`src/rtl/irqagg_pkg.sv`:
```
package irqagg_pkg;
   // register offsets relative to BASE
   localparam int OFS_ROOT  = 0;
   localparam int OFS_MST0  = 1;
   localparam int MST_REGS  = 4;
   localparam int OFS_SEL   = 5;
   localparam int OFS_LATCH = 6;
   localparam int OFS_CFG   = 7;
   localparam int OFS_RAW   = 8;
   localparam int OFS_LAST  = 8;

   // configuration byte fields
   localparam int CB_LEVEL = 0;
   localparam int CB_MLO   = 1;
   localparam int CB_MHI   = 2;
   localparam int CB_CLR   = 3;
   localparam int CB_IDX   = 4;
   localparam int CB_STB   = 7;

   localparam int LANES = 8;

   typedef struct packed {
      logic mask_hi;
      logic mask_lo;
      logic level;
   } src_cfg_t;

   localparam src_cfg_t CFG_RESET = '{mask_hi: 1'b1, mask_lo: 1'b1, level: 1'b0};
endpackage

```
`src/rtl/irqagg_sync.sv`:
```
module irqagg_sync #(
   parameter int W = 8
) (
   input  logic         clk,
   input  logic         rst_n,
   input  logic [W-1:0] d_i,
   output logic [W-1:0] q_o
);
   logic [W-1:0] meta_q;
   logic [W-1:0] stab_q;

   always_ff @(posedge clk) begin
      if (!rst_n) begin
         meta_q <= '0;
         stab_q <= '0;
      end else begin
         meta_q <= d_i;
         stab_q <= meta_q;
      end
   end

   assign q_o = stab_q;
endmodule

```
`src/rtl/irqagg_block.sv`:
```
module irqagg_block
   import irqagg_pkg::*;
#(
   parameter int NL = LANES,
   localparam int IW = $clog2(NL)
) (
   input  logic            clk,
   input  logic            rst_n,
   input  logic [NL-1:0]   lvl_i,
   input  logic            cfg_we,
   input  logic [IW-1:0]   cfg_idx,
   input  src_cfg_t        cfg_wdata,
   input  logic            clr_i,
   output logic [NL-1:0]   pend_o,
   output logic [NL*3-1:0] cfg_o
);
   for (genvar i = 0; i < NL; i++) begin : g_lane
      logic     prev_r;
      logic     pend_r;
      src_cfg_t cfg_r;
      logic     hit;
      logic     rise;
      logic     fall;
      logic     evt;
      logic     kill;

      assign hit  = cfg_we && (cfg_idx == IW'(i));
      assign rise = lvl_i[i] & ~prev_r;
      assign fall = ~lvl_i[i] & prev_r;
      assign kill = clr_i | (cfg_wdata.mask_hi & cfg_wdata.mask_lo);

      always_comb begin
         if (cfg_r.level)
            evt = (lvl_i[i] & ~cfg_r.mask_hi) | (~lvl_i[i] & ~cfg_r.mask_lo);
         else
            evt = (rise & ~cfg_r.mask_hi) | (fall & ~cfg_r.mask_lo);
      end

      always_ff @(posedge clk) begin
         if (!rst_n) begin
            prev_r <= 1'b0;
            pend_r <= 1'b0;
            cfg_r  <= CFG_RESET;
         end else begin
            prev_r <= lvl_i[i];
            if (hit)
               cfg_r <= cfg_wdata;
            if (hit && kill)
               pend_r <= 1'b0;
            else if (evt)
               pend_r <= 1'b1;
         end
      end

      assign pend_o[i]       = pend_r;
      assign cfg_o[i*3 +: 3] = cfg_r;
   end
endmodule

```
`src/rtl/irqagg_tree.sv`:
```
module irqagg_tree #(
   parameter int NUM_BLK = 32,
   parameter int NUM_MST = 4
) (
   input  logic [NUM_BLK-1:0]   blk_any_i,
   output logic [NUM_MST*8-1:0] mst_o,
   output logic [7:0]           root_o
);
   assign mst_o = (NUM_MST*8)'(blk_any_i);

   for (genvar r = 0; r < 8; r++) begin : g_root
      if (r >= 1 && r - 1 < NUM_MST) begin : g_live
         assign root_o[r] = |mst_o[(r-1)*8 +: 8];
      end else begin : g_zero
         assign root_o[r] = 1'b0;
      end
   end
endmodule

```
`src/rtl/irq_aggregator.sv`:
```
module irq_aggregator
   import irqagg_pkg::*;
#(
   parameter int          NUM_SRC = 256,
   parameter int          ADDR_W  = 10,
   parameter int unsigned BASE    = 'h1C0
) (
   input  logic               clk,
   input  logic               rst_n,
   input  logic [NUM_SRC-1:0] src_i,
   input  logic [ADDR_W-1:0]  addr,
   input  logic               wr_en,
   input  logic [7:0]         wr_data,
   output logic [7:0]         rd_data,
   output logic               irq_o
);
   localparam int NUM_BLK = NUM_SRC / LANES;
   localparam int NUM_MST = (NUM_BLK + 7) / 8;
   localparam int BIW     = $clog2(NUM_BLK);
   localparam int TABN    = 2 ** BIW;
   localparam logic [ADDR_W-1:0] A_ROOT  = ADDR_W'(BASE + OFS_ROOT);
   localparam logic [ADDR_W-1:0] A_SEL   = ADDR_W'(BASE + OFS_SEL);
   localparam logic [ADDR_W-1:0] A_LATCH = ADDR_W'(BASE + OFS_LATCH);
   localparam logic [ADDR_W-1:0] A_CFG   = ADDR_W'(BASE + OFS_CFG);
   localparam logic [ADDR_W-1:0] A_RAW   = ADDR_W'(BASE + OFS_RAW);

   if (NUM_SRC % LANES != 0 || NUM_SRC < 16 || NUM_SRC > 256) begin : g_bad_src
      $error("irq_aggregator: NUM_SRC must be a multiple of 8 in 16..256");
   end
   if (BASE + OFS_LAST >= 2 ** ADDR_W) begin : g_bad_base
      $error("irq_aggregator: register window exceeds address space");
   end

   logic [NUM_SRC-1:0]   src_s;
   logic [NUM_SRC-1:0]   pend_all;
   logic [NUM_SRC*3-1:0] cfg_all;
   logic [NUM_BLK-1:0]   blk_any;
   logic [NUM_MST*8-1:0] mst_bits;
   logic [7:0]           root;
   logic [7:0]           blk_sel;
   logic                 cfg_stb;
   src_cfg_t             cfg_new;

   irqagg_sync #(.W(NUM_SRC)) u_sync (
      .clk   (clk),
      .rst_n (rst_n),
      .d_i   (src_i),
      .q_o   (src_s)
   );

   always_ff @(posedge clk) begin
      if (!rst_n)
         blk_sel <= '0;
      else if (wr_en && addr == A_SEL)
         blk_sel <= wr_data;
   end

   assign cfg_stb = wr_en && (addr == A_CFG) && wr_data[CB_STB];
   assign cfg_new = '{mask_hi: wr_data[CB_MHI], mask_lo: wr_data[CB_MLO],
                      level: wr_data[CB_LEVEL]};

   for (genvar b = 0; b < NUM_BLK; b++) begin : g_blk
      irqagg_block #(.NL(LANES)) u_blk (
         .clk       (clk),
         .rst_n     (rst_n),
         .lvl_i     (src_s[b*LANES +: LANES]),
         .cfg_we    (cfg_stb && (blk_sel == 8'(b))),
         .cfg_idx   (wr_data[CB_IDX +: 3]),
         .cfg_wdata (cfg_new),
         .clr_i     (wr_data[CB_CLR]),
         .pend_o    (pend_all[b*LANES +: LANES]),
         .cfg_o     (cfg_all[b*LANES*3 +: LANES*3])
      );
      assign blk_any[b] = |pend_all[b*LANES +: LANES];
   end

   irqagg_tree #(.NUM_BLK(NUM_BLK), .NUM_MST(NUM_MST)) u_tree (
      .blk_any_i (blk_any),
      .mst_o     (mst_bits),
      .root_o    (root)
   );

   assign irq_o = |root;

   // padded lookup tables for the indirect windows
   logic [7:0] lat_tab [TABN];
   logic [7:0] raw_tab [TABN];
   logic [7:0] mst_tab [MST_REGS];

   for (genvar t = 0; t < TABN; t++) begin : g_tab
      if (t < NUM_BLK) begin : g_real
         assign lat_tab[t] = pend_all[t*LANES +: LANES];
         assign raw_tab[t] = src_s[t*LANES +: LANES];
      end else begin : g_pad
         assign lat_tab[t] = '0;
         assign raw_tab[t] = '0;
      end
   end

   for (genvar m = 0; m < MST_REGS; m++) begin : g_mst
      if (m < NUM_MST) begin : g_real
         assign mst_tab[m] = mst_bits[m*8 +: 8];
      end else begin : g_pad
         assign mst_tab[m] = '0;
      end
   end

   logic           sel_ok;
   logic [BIW-1:0] blk_idx;

   assign sel_ok  = int'(blk_sel) < NUM_BLK;
   assign blk_idx = blk_sel[BIW-1:0];

   always_comb begin
      rd_data = '0;
      if (addr == A_ROOT)
         rd_data = root;
      else if (addr == A_SEL)
         rd_data = blk_sel;
      else if (addr == A_LATCH)
         rd_data = sel_ok ? lat_tab[blk_idx] : 8'h00;
      else if (addr == A_RAW)
         rd_data = sel_ok ? raw_tab[blk_idx] : 8'h00;
      else begin
         for (int m = 0; m < MST_REGS; m++)
            if (addr == ADDR_W'(BASE + OFS_MST0 + m))
               rd_data = mst_tab[m];
      end
   end
endmodule

```
`config.mk`:
```
export PLATFORM = sky130hd
export DESIGN_NAME = irq_aggregator
export DESIGN_NICKNAME = d
export VERILOG_FILES = /design/src/rtl/irqagg_pkg.sv /design/src/rtl/irqagg_sync.sv /design/src/rtl/irqagg_block.sv /design/src/rtl/irqagg_tree.sv /design/src/rtl/irq_aggregator.sv
export SDC_FILE = /design/constraint.sdc
export NUM_CORES = 2
export LEC_CHECK = 0
export BUFFER_PORTS_ARGS = -buffer_cell sky130_fd_sc_hd__buf_2
export CAP_MARGIN = 0
export CORE_MARGIN = 2
export CORE_UTILIZATION = 40
export DETAILED_ROUTE_END_ITERATION = 10
export GPL_TIMING_DRIVEN = 1
export PLACE_DENSITY = 0.6
export SYNTH_ARGS = -nofsm -noshare
export SYNTH_HDL_FRONTEND = slang
export SYNTH_SLANG_ARGS = --single-unit
```
`constraint.sdc`:
```
create_clock -name clk -period 3.18 [get_ports clk]
set_clock_uncertainty 0.2 [all_clocks]
set_input_delay 0.318 -clock clk [delete_from_list [all_inputs] [get_ports clk]]
set_output_delay 0.318 -clock clk [all_outputs]
set_load 0.02 [all_outputs]
```
==> impl_metrics.sql <==
INSERT INTO impl_metrics (metric_group, metric, value, unit) VALUES
('run_status', 'status', 'finished, violations left', ''),
('run_status', 'failed_checks', 'negative setup slack', ''),
('logic_synthesis', 'synth_compound_area_share', '15.2', '%'),
('final_layout', 'final_net_count', '8703', ''),
('detailed_routing', 'vias_per_cell', '5.46', ''),
('final_layout', 'multi_input_area', '32800', 'um2'),
('detailed_routing', 'via_count', '59600', ''),
('timing', 'maxClockFrequency', '0.262', 'GHz'),
('clock_tree', 'clock_insertion_delay_worst_skew', '0.88', 'ns'),
('floorplanning', 'die_width', '424', 'um'),
('final_layout', 'finish.cell_count_without_fillers', '10900', ''),
('hold_path', 'min_path_cells', '3', ''),
('setup_path', 'critical_path_class', 'reg2out', ''),
('timing', 'finalHoldWorstSlack', '0.0468', 'ns'),
('final_layout', 'fillCellCount', '15800', ''),
('timing', 'relative_slew_slack', '12.4', '%'),
('logic_synthesis', 'netlist_area', '70400', 'um2'),
('final_layout', 'commonest_cells_after_routing_fill_and_taps_aside', 'dfxtp_1 (1782), o21ai_0 (927), nand2_1 (871)', ''),
('clock_tree', 'cts_tree', 'done', ''),
('logic_synthesis', 'ys_async_sr_fraction', '0', '%'),
('logic_synthesis', 'synth-xor-area-share', '2.80', '%'),
('timing', 'finalSetupViolations', '9', ''),
('setup_path', 'ff2ff_setup_slack', '0.23', 'ns'),
('logic_synthesis', 'post_synth_fa_ha_maj_area_fraction', '0', '%'),
('final_layout', 'syn_to_final_growth', '25.7', '%'),
('detailed_routing', 'routed_wl', '254000', 'um'),
('clock_tree', 'cts_buffer_depth', '3', ''),
('timing', 'finalHoldViolations', '0', ''),
('detailed_routing', 'drc_errors_left', '0', ''),
('hold_path', 'worstHoldEndpoint', 'u_sync.meta_q[118]$_SDFF_PN0_', ''),
('final_layout', 'drive_above_1_share', '13.2', '%'),
('floorplanning', 'die-area', '179000', 'um2'),
('setup_path', 'cp_max_fo', '6', ''),
('detailed_routing', 'dr.pass1.iters', '6', ''),
('detailed_routing', 'drt_iter0_markers', '5683', ''),
('placement', 'post-place-cells', '9978', ''),
('setup_path', 'kind_of_end_point_of_the_critical_path', 'output pin', ''),
('logic_synthesis', 'synthDominantAreaCellType', 'dfxtp_1', ''),
('placement', 'gpl.final_weighted_congestion', '0.986', ''),
('run', 'cap_viol_max_count', '0', ''),
('timing', 'period_needed', '3.82', 'ns'),
('power', 'combPwrFrac', '4.8', '%'),
('hold_path', 'timing.hold.worst.class', 'in2reg', ''),
('clock_tree', 'path_clk_slew', '0.07', 'ns'),
('placement', 'count_of_input_and_output_buffers', '285', ''),
('clock_tree', 'cts.sink_count', '1800', ''),
('logic_synthesis', 'synth_area_leaders', 'dfxtp_1 (51%), and2_1 (6.9%), o21ai_0 (6.6%), nand2_1 (4.7%), mux2i_1 (4.3%)', ''),
('placement', 'dpl.hpwl', '175000', 'um'),
('placement', 'placement.setup.worst_slack', '-0.0643', 'ns'),
('clock_tree', 'cts_buffers', '190', ''),
('global_routing', 'grt_antenna_before_repair', '19', ''),
('clock_tree', 'cts_root_buffer', 'clkbuf_16', ''),
('power', 'power_report.internal_total', '37.0', 'mW'),
('logic_synthesis', 'synth-simple-area-share', '19.5', '%'),
('power', 'clock_power_share', '46.6', '%'),
('logic_synthesis', 'synth.lib_cells_used.distinct', '60', ''),
('floorplanning', 'io_pins', '286', ''),
('global_routing', 'first_pass_grt_wire_length', '372000', 'um'),
('timing', 'layout_setup_ws', '-0.643', 'ns'),
('clock_tree', 'htree_levels', '4', ''),
('power', 'sw_frac_of_total', '23.2', '%'),
('global_routing', 'pin_count_of_the_biggest_net_entering_global_routing', '150', ''),
('placement', 'placed_cell_area', '75300', 'um2'),
('setup_path', 'timing.critical_path.required', '2.66', 'ns'),
('setup_path', 'arrival', '3.31', 'ns'),
('floorplanning', 'floorplan.initialDensity', '40.1', '%'),
('timing', 'maxSlewViolCount', '0', ''),
('final_layout', 'regArea', '36100', 'um2'),
('logic_synthesis', 'synthesized_instance_count', '7689', ''),
('global_routing', 'gr-usage-all-layers', '27.5', '%'),
('logic_synthesis', 'dominant_combinational_cell_family_by_area_after_synthesis', 'simple AND/OR/NAND/NOR gates', '');
## how the worst max path moves through the flow
stage,start,endpoint,cells past startpoint
2_1_floorplan,addr[3],rd_data[1],7
4_1_cts,blk_sel[1]$_SDFFE_PN0P_,rd_data[5],9
6_report,blk_sel[1]$_SDFFE_PN0P_,rd_data[5],9
5_1_grt,blk_sel[1]$_SDFFE_PN0P_,rd_data[5],9
3_5_place_dp,blk_sel[1]$_SDFFE_PN0P_,rd_data[3],10
3_3_place_gp,blk_sel[1]$_SDFFE_PN0P_,rd_data[3],10
## Yosys cell counts (all sizes together) (2+ instances only)
master / n
dfxtp: 1800
o21ai: 935
nand2: 881
and2: 774
nand3: 607
clkbuf: 504
nor2: 330
a21oi: 320
mux2i: 304
a21boi: 254
xor2: 225
o21a: 224
mux4: 107
buf: 85
nor4: 79
o31ai: 34
inv: 33
nand4: 30
nor2b: 22
a22oi: 15
nor3: 13
a211oi: 10
a31oi: 10
o22ai: 9
mux2: 8
nand2b: 7
o221ai: 7
or4: 7
and3: 6
a2111oi: 5
nand4b: 5
a211o: 3
a221oi: 3
a222oi: 3
nand3b: 3
or3: 3
or3b: 3
a22o: 2
a41oi: 2
and3b: 2
nor3b: 2
nor4b: 2
o2bb2ai: 2
or2: 2
## worst max-delay path: stages, from the launching register on
cell and delay, ns:
dfxtp_4 0.39, buf_12 0.16, buf_12 0.12, mux4_2 0.47, mux4_2 0.55, mux2_4 0.30, nand2_2 0.06, nand3_2 0.08
buf_6 0.17, buf_6 0.13
## power by group through the flow
stage	combinational, mW	sequential [mW]	clock (mW)
floorplan	1.02	23.6	0
global placement	1.73	23.9	0
detailed placement	1.74	23.9	0
CTS	2.26	23.4	22.7
global route	2.46	23.4	23.7
finish	2.31	23.4	22.4
## routing by layer
metal / part of all wire, % / wire [um] / vias to the layer above
li1: - / - / 27800
met1: 41 / 105000 / 29000
met2: 46 / 117000 / 2237
met3: 6.8 / 17300 / 520
met4: 5.8 / 14600 / 8
met5: 0.023 / 58 / -
## flip-flops by register name, summed over array words and instances (netlist names)
| name | count |
|---|---|
| u_sync.q_o | 256 |
| g_blk.u_blk.g_lane.pend_r | 256 |
| u_sync.meta_q | 256 |
| g_blk.u_blk.cfg_o | 768 |
| g_blk.u_blk.g_lane.prev_r | 256 |
| blk_sel | 8 |
## through the flow
step / TNS, ns / total power, mW / util [%]
floorplan: 0 / 24.6 / -
global placement: -0.0157 / 25.7 / 42.9
detailed placement: -0.0643 / 25.7 / 42.9
CTS: -5.31 / 48.4 / 50.2
global route: -5.50 / 49.6 / 50.4
finish: -4.79 / 48.2 / 50.4
## layout make-up
cell class	instances	share of cell area, %
flip-flops and latches	1800	40.7
multi-input cells	5267	37.0
repair buffers	1134	11.6
clock buffers	282	6.30
well taps	2340	3.31
clock inverters	62	0.844
inverters	33	0.140
diodes	7	0.0198
## timing repair
item                                    in CTS  in global routing
buffers inserted                            30                  9
hold buffers                               555                  0
gates resized for setup                    111                 78
cloned                                       3                  0
pin swaps                                   40                 27
endpoints found under the setup margin       9                 26
endpoints found under the hold margin      905                  0
## cells by family after synthesis
| family | Yosys count |
|---|---|
| multiplexers | 419 |
| buffers and inverters | 622 |
| AND/OR/NAND/NOR | 2781 |
| XOR/XNOR | 225 |
| flip-flops | 1800 |
| AO/OA/AOI/OAI | 1842 |
(Power assumes the default switching activity.)
